--- src/rtl/irq_res_pkg.sv ---
package irq_res_pkg;
  localparam int WORD_W     = 32;
  localparam int BANK_W     = 2;
  localparam int SRC_W      = 5;
  localparam int ID_W       = BANK_W + SRC_W;
  localparam int DIRECT_N   = 8;
  localparam int SUM1_BIT   = DIRECT_N;
  localparam int SUM2_BIT   = DIRECT_N + 1;
  localparam int SC1_LO     = DIRECT_N + 2;
  localparam int SC1_N      = 5;
  localparam int SC2_LO     = SC1_LO + SC1_N;
  localparam int SC2_N      = 6;
  localparam int VALID_TOP  = SC2_LO + SC2_N - 1;
  localparam logic [ID_W-1:0] NONE_ID = '1;

  typedef logic [BANK_W-1:0] bank_t;
  typedef logic [SRC_W-1:0]  src_t;

  // shortcut position -> true source in bank 1
  function automatic src_t sc1_src(input logic [2:0] idx);
    case (idx)
      3'd0:    return src_t'(7);
      3'd1:    return src_t'(9);
      3'd2:    return src_t'(10);
      3'd3:    return src_t'(18);
      default: return src_t'(19);
    endcase
  endfunction

  // shortcut position -> true source in bank 2
  function automatic src_t sc2_src(input logic [2:0] idx);
    case (idx)
      3'd0:    return src_t'(21);
      3'd1:    return src_t'(22);
      3'd2:    return src_t'(23);
      3'd3:    return src_t'(24);
      3'd4:    return src_t'(25);
      default: return src_t'(30);
    endcase
  endfunction
endpackage

--- src/rtl/lsb_finder.sv ---
module lsb_finder #(
  parameter int W     = 8,
  parameter int IDX_W = (W > 1) ? $clog2(W) : 1
) (
  input  logic [W-1:0]     vec_i,
  output logic [IDX_W-1:0] idx_o,
  output logic             found_o
);
  always_comb begin
    idx_o = '0;
    for (int i = W - 1; i >= 0; i--) begin
      if (vec_i[i]) idx_o = IDX_W'(i);
    end
  end
  assign found_o = |vec_i;
endmodule

--- src/rtl/id_select.sv ---
module id_select
  import irq_res_pkg::*;
(
  input  logic            dir_found_i,
  input  logic [2:0]      dir_idx_i,
  input  logic            sc1_found_i,
  input  logic [2:0]      sc1_idx_i,
  input  logic            sc2_found_i,
  input  logic [2:0]      sc2_idx_i,
  input  logic            sum1_i,
  input  logic            sum2_i,
  input  logic            b1_found_i,
  input  logic [SRC_W-1:0] b1_idx_i,
  input  logic            b2_found_i,
  input  logic [SRC_W-1:0] b2_idx_i,
  output logic [ID_W-1:0] id_o,
  output logic            valid_o,
  output logic            err_o
);
  always_comb begin
    id_o    = NONE_ID;
    valid_o = 1'b0;
    err_o   = 1'b0;
    if (dir_found_i) begin
      id_o    = {bank_t'(0), src_t'(dir_idx_i)};
      valid_o = 1'b1;
    end else if (sc1_found_i) begin
      id_o    = {bank_t'(1), sc1_src(sc1_idx_i)};
      valid_o = 1'b1;
    end else if (sc2_found_i) begin
      id_o    = {bank_t'(2), sc2_src(sc2_idx_i)};
      valid_o = 1'b1;
    end else if (sum1_i) begin
      if (b1_found_i) begin
        id_o    = {bank_t'(1), b1_idx_i};
        valid_o = 1'b1;
      end else begin
        err_o = 1'b1;
      end
    end else if (sum2_i) begin
      if (b2_found_i) begin
        id_o    = {bank_t'(2), b2_idx_i};
        valid_o = 1'b1;
      end else begin
        err_o = 1'b1;
      end
    end
  end
endmodule

--- src/rtl/irq_id_resolver.sv ---
module irq_id_resolver
  import irq_res_pkg::*;
(
  input  logic              clk_i,
  input  logic              rst_ni,
  input  logic [WORD_W-1:0] basic_i,
  input  logic [WORD_W-1:0] bank1_i,
  input  logic [WORD_W-1:0] bank2_i,
  output logic [ID_W-1:0]   id_o,
  output logic              valid_o,
  output logic              err_o
);
  localparam logic [WORD_W-1:0] VALID_MASK = WORD_W'((64'd1 << (VALID_TOP + 1)) - 64'd1);

  logic [WORD_W-1:0] basic_m;
  assign basic_m = basic_i & VALID_MASK;

  logic [2:0]       dir_idx, sc1_idx, sc2_idx;
  logic [SRC_W-1:0] b1_idx, b2_idx;
  logic             dir_f, sc1_f, sc2_f, b1_f, b2_f;

  lsb_finder #(.W(DIRECT_N), .IDX_W(3)) dir_lsb_i (
    .vec_i(basic_m[DIRECT_N-1:0]), .idx_o(dir_idx), .found_o(dir_f));
  lsb_finder #(.W(SC1_N), .IDX_W(3)) sc1_lsb_i (
    .vec_i(basic_m[SC1_LO +: SC1_N]), .idx_o(sc1_idx), .found_o(sc1_f));
  lsb_finder #(.W(SC2_N), .IDX_W(3)) sc2_lsb_i (
    .vec_i(basic_m[SC2_LO +: SC2_N]), .idx_o(sc2_idx), .found_o(sc2_f));
  lsb_finder #(.W(WORD_W), .IDX_W(SRC_W)) b1_lsb_i (
    .vec_i(bank1_i), .idx_o(b1_idx), .found_o(b1_f));
  lsb_finder #(.W(WORD_W), .IDX_W(SRC_W)) b2_lsb_i (
    .vec_i(bank2_i), .idx_o(b2_idx), .found_o(b2_f));

  logic [ID_W-1:0] id_d;
  logic            valid_d, err_d;

  id_select sel_i (
    .dir_found_i(dir_f), .dir_idx_i(dir_idx),
    .sc1_found_i(sc1_f), .sc1_idx_i(sc1_idx),
    .sc2_found_i(sc2_f), .sc2_idx_i(sc2_idx),
    .sum1_i(basic_m[SUM1_BIT]), .sum2_i(basic_m[SUM2_BIT]),
    .b1_found_i(b1_f), .b1_idx_i(b1_idx),
    .b2_found_i(b2_f), .b2_idx_i(b2_idx),
    .id_o(id_d), .valid_o(valid_d), .err_o(err_d));

  always_ff @(posedge clk_i or negedge rst_ni) begin
    if (!rst_ni) begin
      id_o    <= NONE_ID;
      valid_o <= 1'b0;
      err_o   <= 1'b0;
    end else begin
      id_o    <= id_d;
      valid_o <= valid_d;
      err_o   <= err_d;
    end
  end


  none_id_chk: assert property (@(posedge clk_i) disable iff (!rst_ni)
    !valid_o |-> id_o == NONE_ID);


  err_excl_chk: assert property (@(posedge clk_i) disable iff (!rst_ni)
    err_o |-> !valid_o);


  masked_idle_chk: assert property (@(posedge clk_i) disable iff (!rst_ni)
    (basic_i[VALID_TOP:0] == '0) |=> (!valid_o && !err_o));


  direct_first_chk: assert property (@(posedge clk_i) disable iff (!rst_ni)
    (basic_i[DIRECT_N-1:0] != '0) |=> (valid_o && id_o[ID_W-1:SRC_W] == '0));


  sc1_edge_chk: assert property (@(posedge clk_i) disable iff (!rst_ni)
    (basic_i[DIRECT_N-1:0] == '0 && basic_i[SC1_LO]) |=> (valid_o && id_o == ID_W'(39)));
endmodule

--- config.mk ---
export PLATFORM = sky130hd
export DESIGN_NAME = irq_id_resolver
export DESIGN_NICKNAME = d
export VERILOG_FILES = /design/src/rtl/irq_res_pkg.sv /design/src/rtl/lsb_finder.sv /design/src/rtl/id_select.sv /design/src/rtl/irq_id_resolver.sv
export SDC_FILE = /design/constraint.sdc
export NUM_CORES = 1
export LEC_CHECK = 0
export ABC_AREA = 1
export BUFFER_PORTS_ARGS = -buffer_cell sky130_fd_sc_hd__buf_4
export CAP_MARGIN = 0
export CORE_MARGIN = 2
export CORE_UTILIZATION = 38
export DETAILED_ROUTE_END_ITERATION = 10
export GPL_TIMING_DRIVEN = 0
export PLACE_DENSITY = 0.86
export SYNTH_ARGS = -nofsm -noshare
export SYNTH_HDL_FRONTEND = slang
export SYNTH_SLANG_ARGS = --single-unit
--- constraint.sdc ---
create_clock -name clk_i -period 0.8 [get_ports clk_i]
set_clock_uncertainty 0.1 [all_clocks]
set_input_delay 0.04 -clock clk_i [delete_from_list [all_inputs] [get_ports clk_i]]
set_output_delay 0.04 -clock clk_i [all_outputs]
set_load 0.05 [all_outputs]
==> run summary <==
Initial DRC count: 87
Max_cap viols: 0
Startpoint Class: input pin
Cell Area, Synth: 0.00153 mm2
Via count: 2206
Vias per cell: 4.64
Post-synthesis sequential area ratio: 0.153
Root Buffer: clkbuf_8
Gp weighted congestion: 0.763
Slew @ Worst Pin: 576 ps
Fraction of registers with async set/reset: 1.00
Setup ws final: -1170 ps
Pwr Density: 702 mW/mm2
Max FO, Critical Path: 3
H-Tree Depth: 1
Grt peak-use layer: met2
Fill cells: 330
Total grt overflow: 0
Period utilization: 2.46
Leak: 1.55 nW
Met2 GRT Util: 0.393
Fin. max-slew vios: 0
Area fraction of the dominant cell type after synthesis: 0.279
Netlist cell types: 24
Fin nets: 524
First-pass GRT wire length: 7.38 mm
Setup_tns: -7450 ps
Top_reg_cell synth: dfstp_2
Core ar.: 0.00394 mm2
Post-layout util: 0.704
Syn_nets: 416
Final Setup Violations: 18
Critical Path AT: 2040 ps
CTS clk-pin slew, worst paths: 40 ps
M1 GR Usage: 0.231
Ranking of synthesized cells by area: nand2_1 (28%), inv_1 (21%), dfstp_2 (12%)
Crit-path max cell delay: 130 ps
Fmax: 507 MHz
DIE AREA: 0.00456 mm2
TritonCTS clock tree: built
Row cnt: 23
IR Drop Worst-Case VDD: 0.386 mV
Largest delay share family, worst path: simple AND/OR/NAND/NOR gates
Post-DR wirelength/cell: 9.89 um
Outcome: complete, but fails checks
Ports: 107
Area leader, netlist: nand2_1
EDFF count, synth: 0
Worst Hold Class: in2reg
Met3 Use GR: 0.0167
Crit Path Category: in2reg
Slowest-stage cell, CP: buf_4
# clock sinks: 9
Final instance area: 0.00278 mm2
Global Route Usage Sum: 0.201
RSZ-0062 raised after global routing: yes
Critical Path RT: 870 ps
Failing checks: hold timing, setup timing
CP endpoint kind: register
First drt pass iteration count: 4
Cell with the most instances after synthesis: nand2_1
Die Span X: 67.5 um
CTS max path bufs: 2
Worst path bufs/invs: 2
Initial antenna violation count: 0
Rel. slew slack: 0.613
CTS hold repair buffers: 1
Worst hold slack: -103 ps
Initial Utilization: 0.389
Dpl cell area: 0.00241 mm2
PortBufs: 95
Die Height: 67.5 um
Largest net degree at the start of global routing: 11
Fin crit period: 1970 ps
FF+latch count, synth: 9
Drt drc: 0
Final Hold Viols: 3
Synth-to-Final Area Change: 81.0%
Post-detail-place hpwl: 3.75 mm
ANT cells: 0
Synth Instances: 318
Syn Area/Cell: 4.82 um2
Synth cell count leaders: nand2_1 (114), inv_1 (87), nor2_1 (45)
Layout cells sized above 1: 0.358
Post-route ant nets: 0
Worst path most repeated cell: nand2_1
Synth Warn #: 0
Number of global-route vias before repair: 1974
Num CTS Buffers: 3
Routed WL: 4.70 mm
==> path summary, 6_finish.rpt <==
check                             from  endpoint  depth (start not counted)
worst max-delay path       bank2_i[30]   id_o[0]                         40
worst min-delay path       basic_i[12]   id_o[4]                          2
max in group asynchronous       rst_ni   id_o[6]                          2
min in group asynchronous       rst_ni   valid_o                          2
==> repair_timing <==
action | CTS | global route
pin swaps | 12 | 14
setup endpoints to repair | 18 | 18
setup buffers | 6 | 3
hold endpoints to repair | 14 | 3
resized for setup | 42 | 25
==> sequential cells by signal, summed over array words and instances (netlist names) <==
name     cells
err_o        1
valid_o      1
id_o         7
==> power by group <==
part / switching [mW] / internal [mW]
clock: 0.149 / 0.345
combinational: 0.475 / 0.503
sequential: 0.00504 / 0.472
total: 0.630 / 1.32
==> stage by stage <==
| step | setup WS [ps] | total power, mW | instances |
|---|---|---|---|
| after floorplan | -1030 | 0.859 | 318 |
| after global routing | -1550 | 2.09 | 475 |
| after global placement | -1350 | 1.32 | 463 |
| final | -1170 | 1.95 | 475 |
| after detailed placement | -1400 | 1.34 | 463 |
| after CTS | -1160 | 1.91 | 474 |
==> kinds of logic (layout without fill, tap and decap cells) <==
logic type,after synthesis,in the layout,synth area share
AND/OR/NAND/NOR,183,183,0.476
buffers and inverters,88,195,0.222
AO/OA/AOI/OAI,38,38,0.150
flip-flops,9,9,0.153
==> per-layer routing <==
layer | routed length [um] | part of all wire | vias to the layer above
met3 | 254 | 0.054 | 18
li1 | - | - | 1168
met1 | 1900 | 0.40 | 936
met5 | 0 | 0 | -
met4 | 121 | 0.026 | 0
met2 | 2430 | 0.52 | 84
==> layout make-up <==
type	instances	area, um2	share of cell area
flip-flops and latches	9	234	0.0843
inverters	87	327	0.118
multi-input cells	221	1200	0.433
clock buffers	4	45.0	0.0162
plain buffers	1	13.8	0.00496
well taps	50	62.6	0.0225
repair buffers	103	892	0.321
==> placed cells by master (no fill, tap or decap), drive strengths merged, types with 5 or more instances in the layout <==
master,n
a21oi,14
buf,102
clkbuf,5
dfstp,7
inv,87
nand2,114
nand3,8
nor2,45
nor3,7
nor4,6
o21ai,9
No activity file was read; power rests on OpenSTA's default activity.
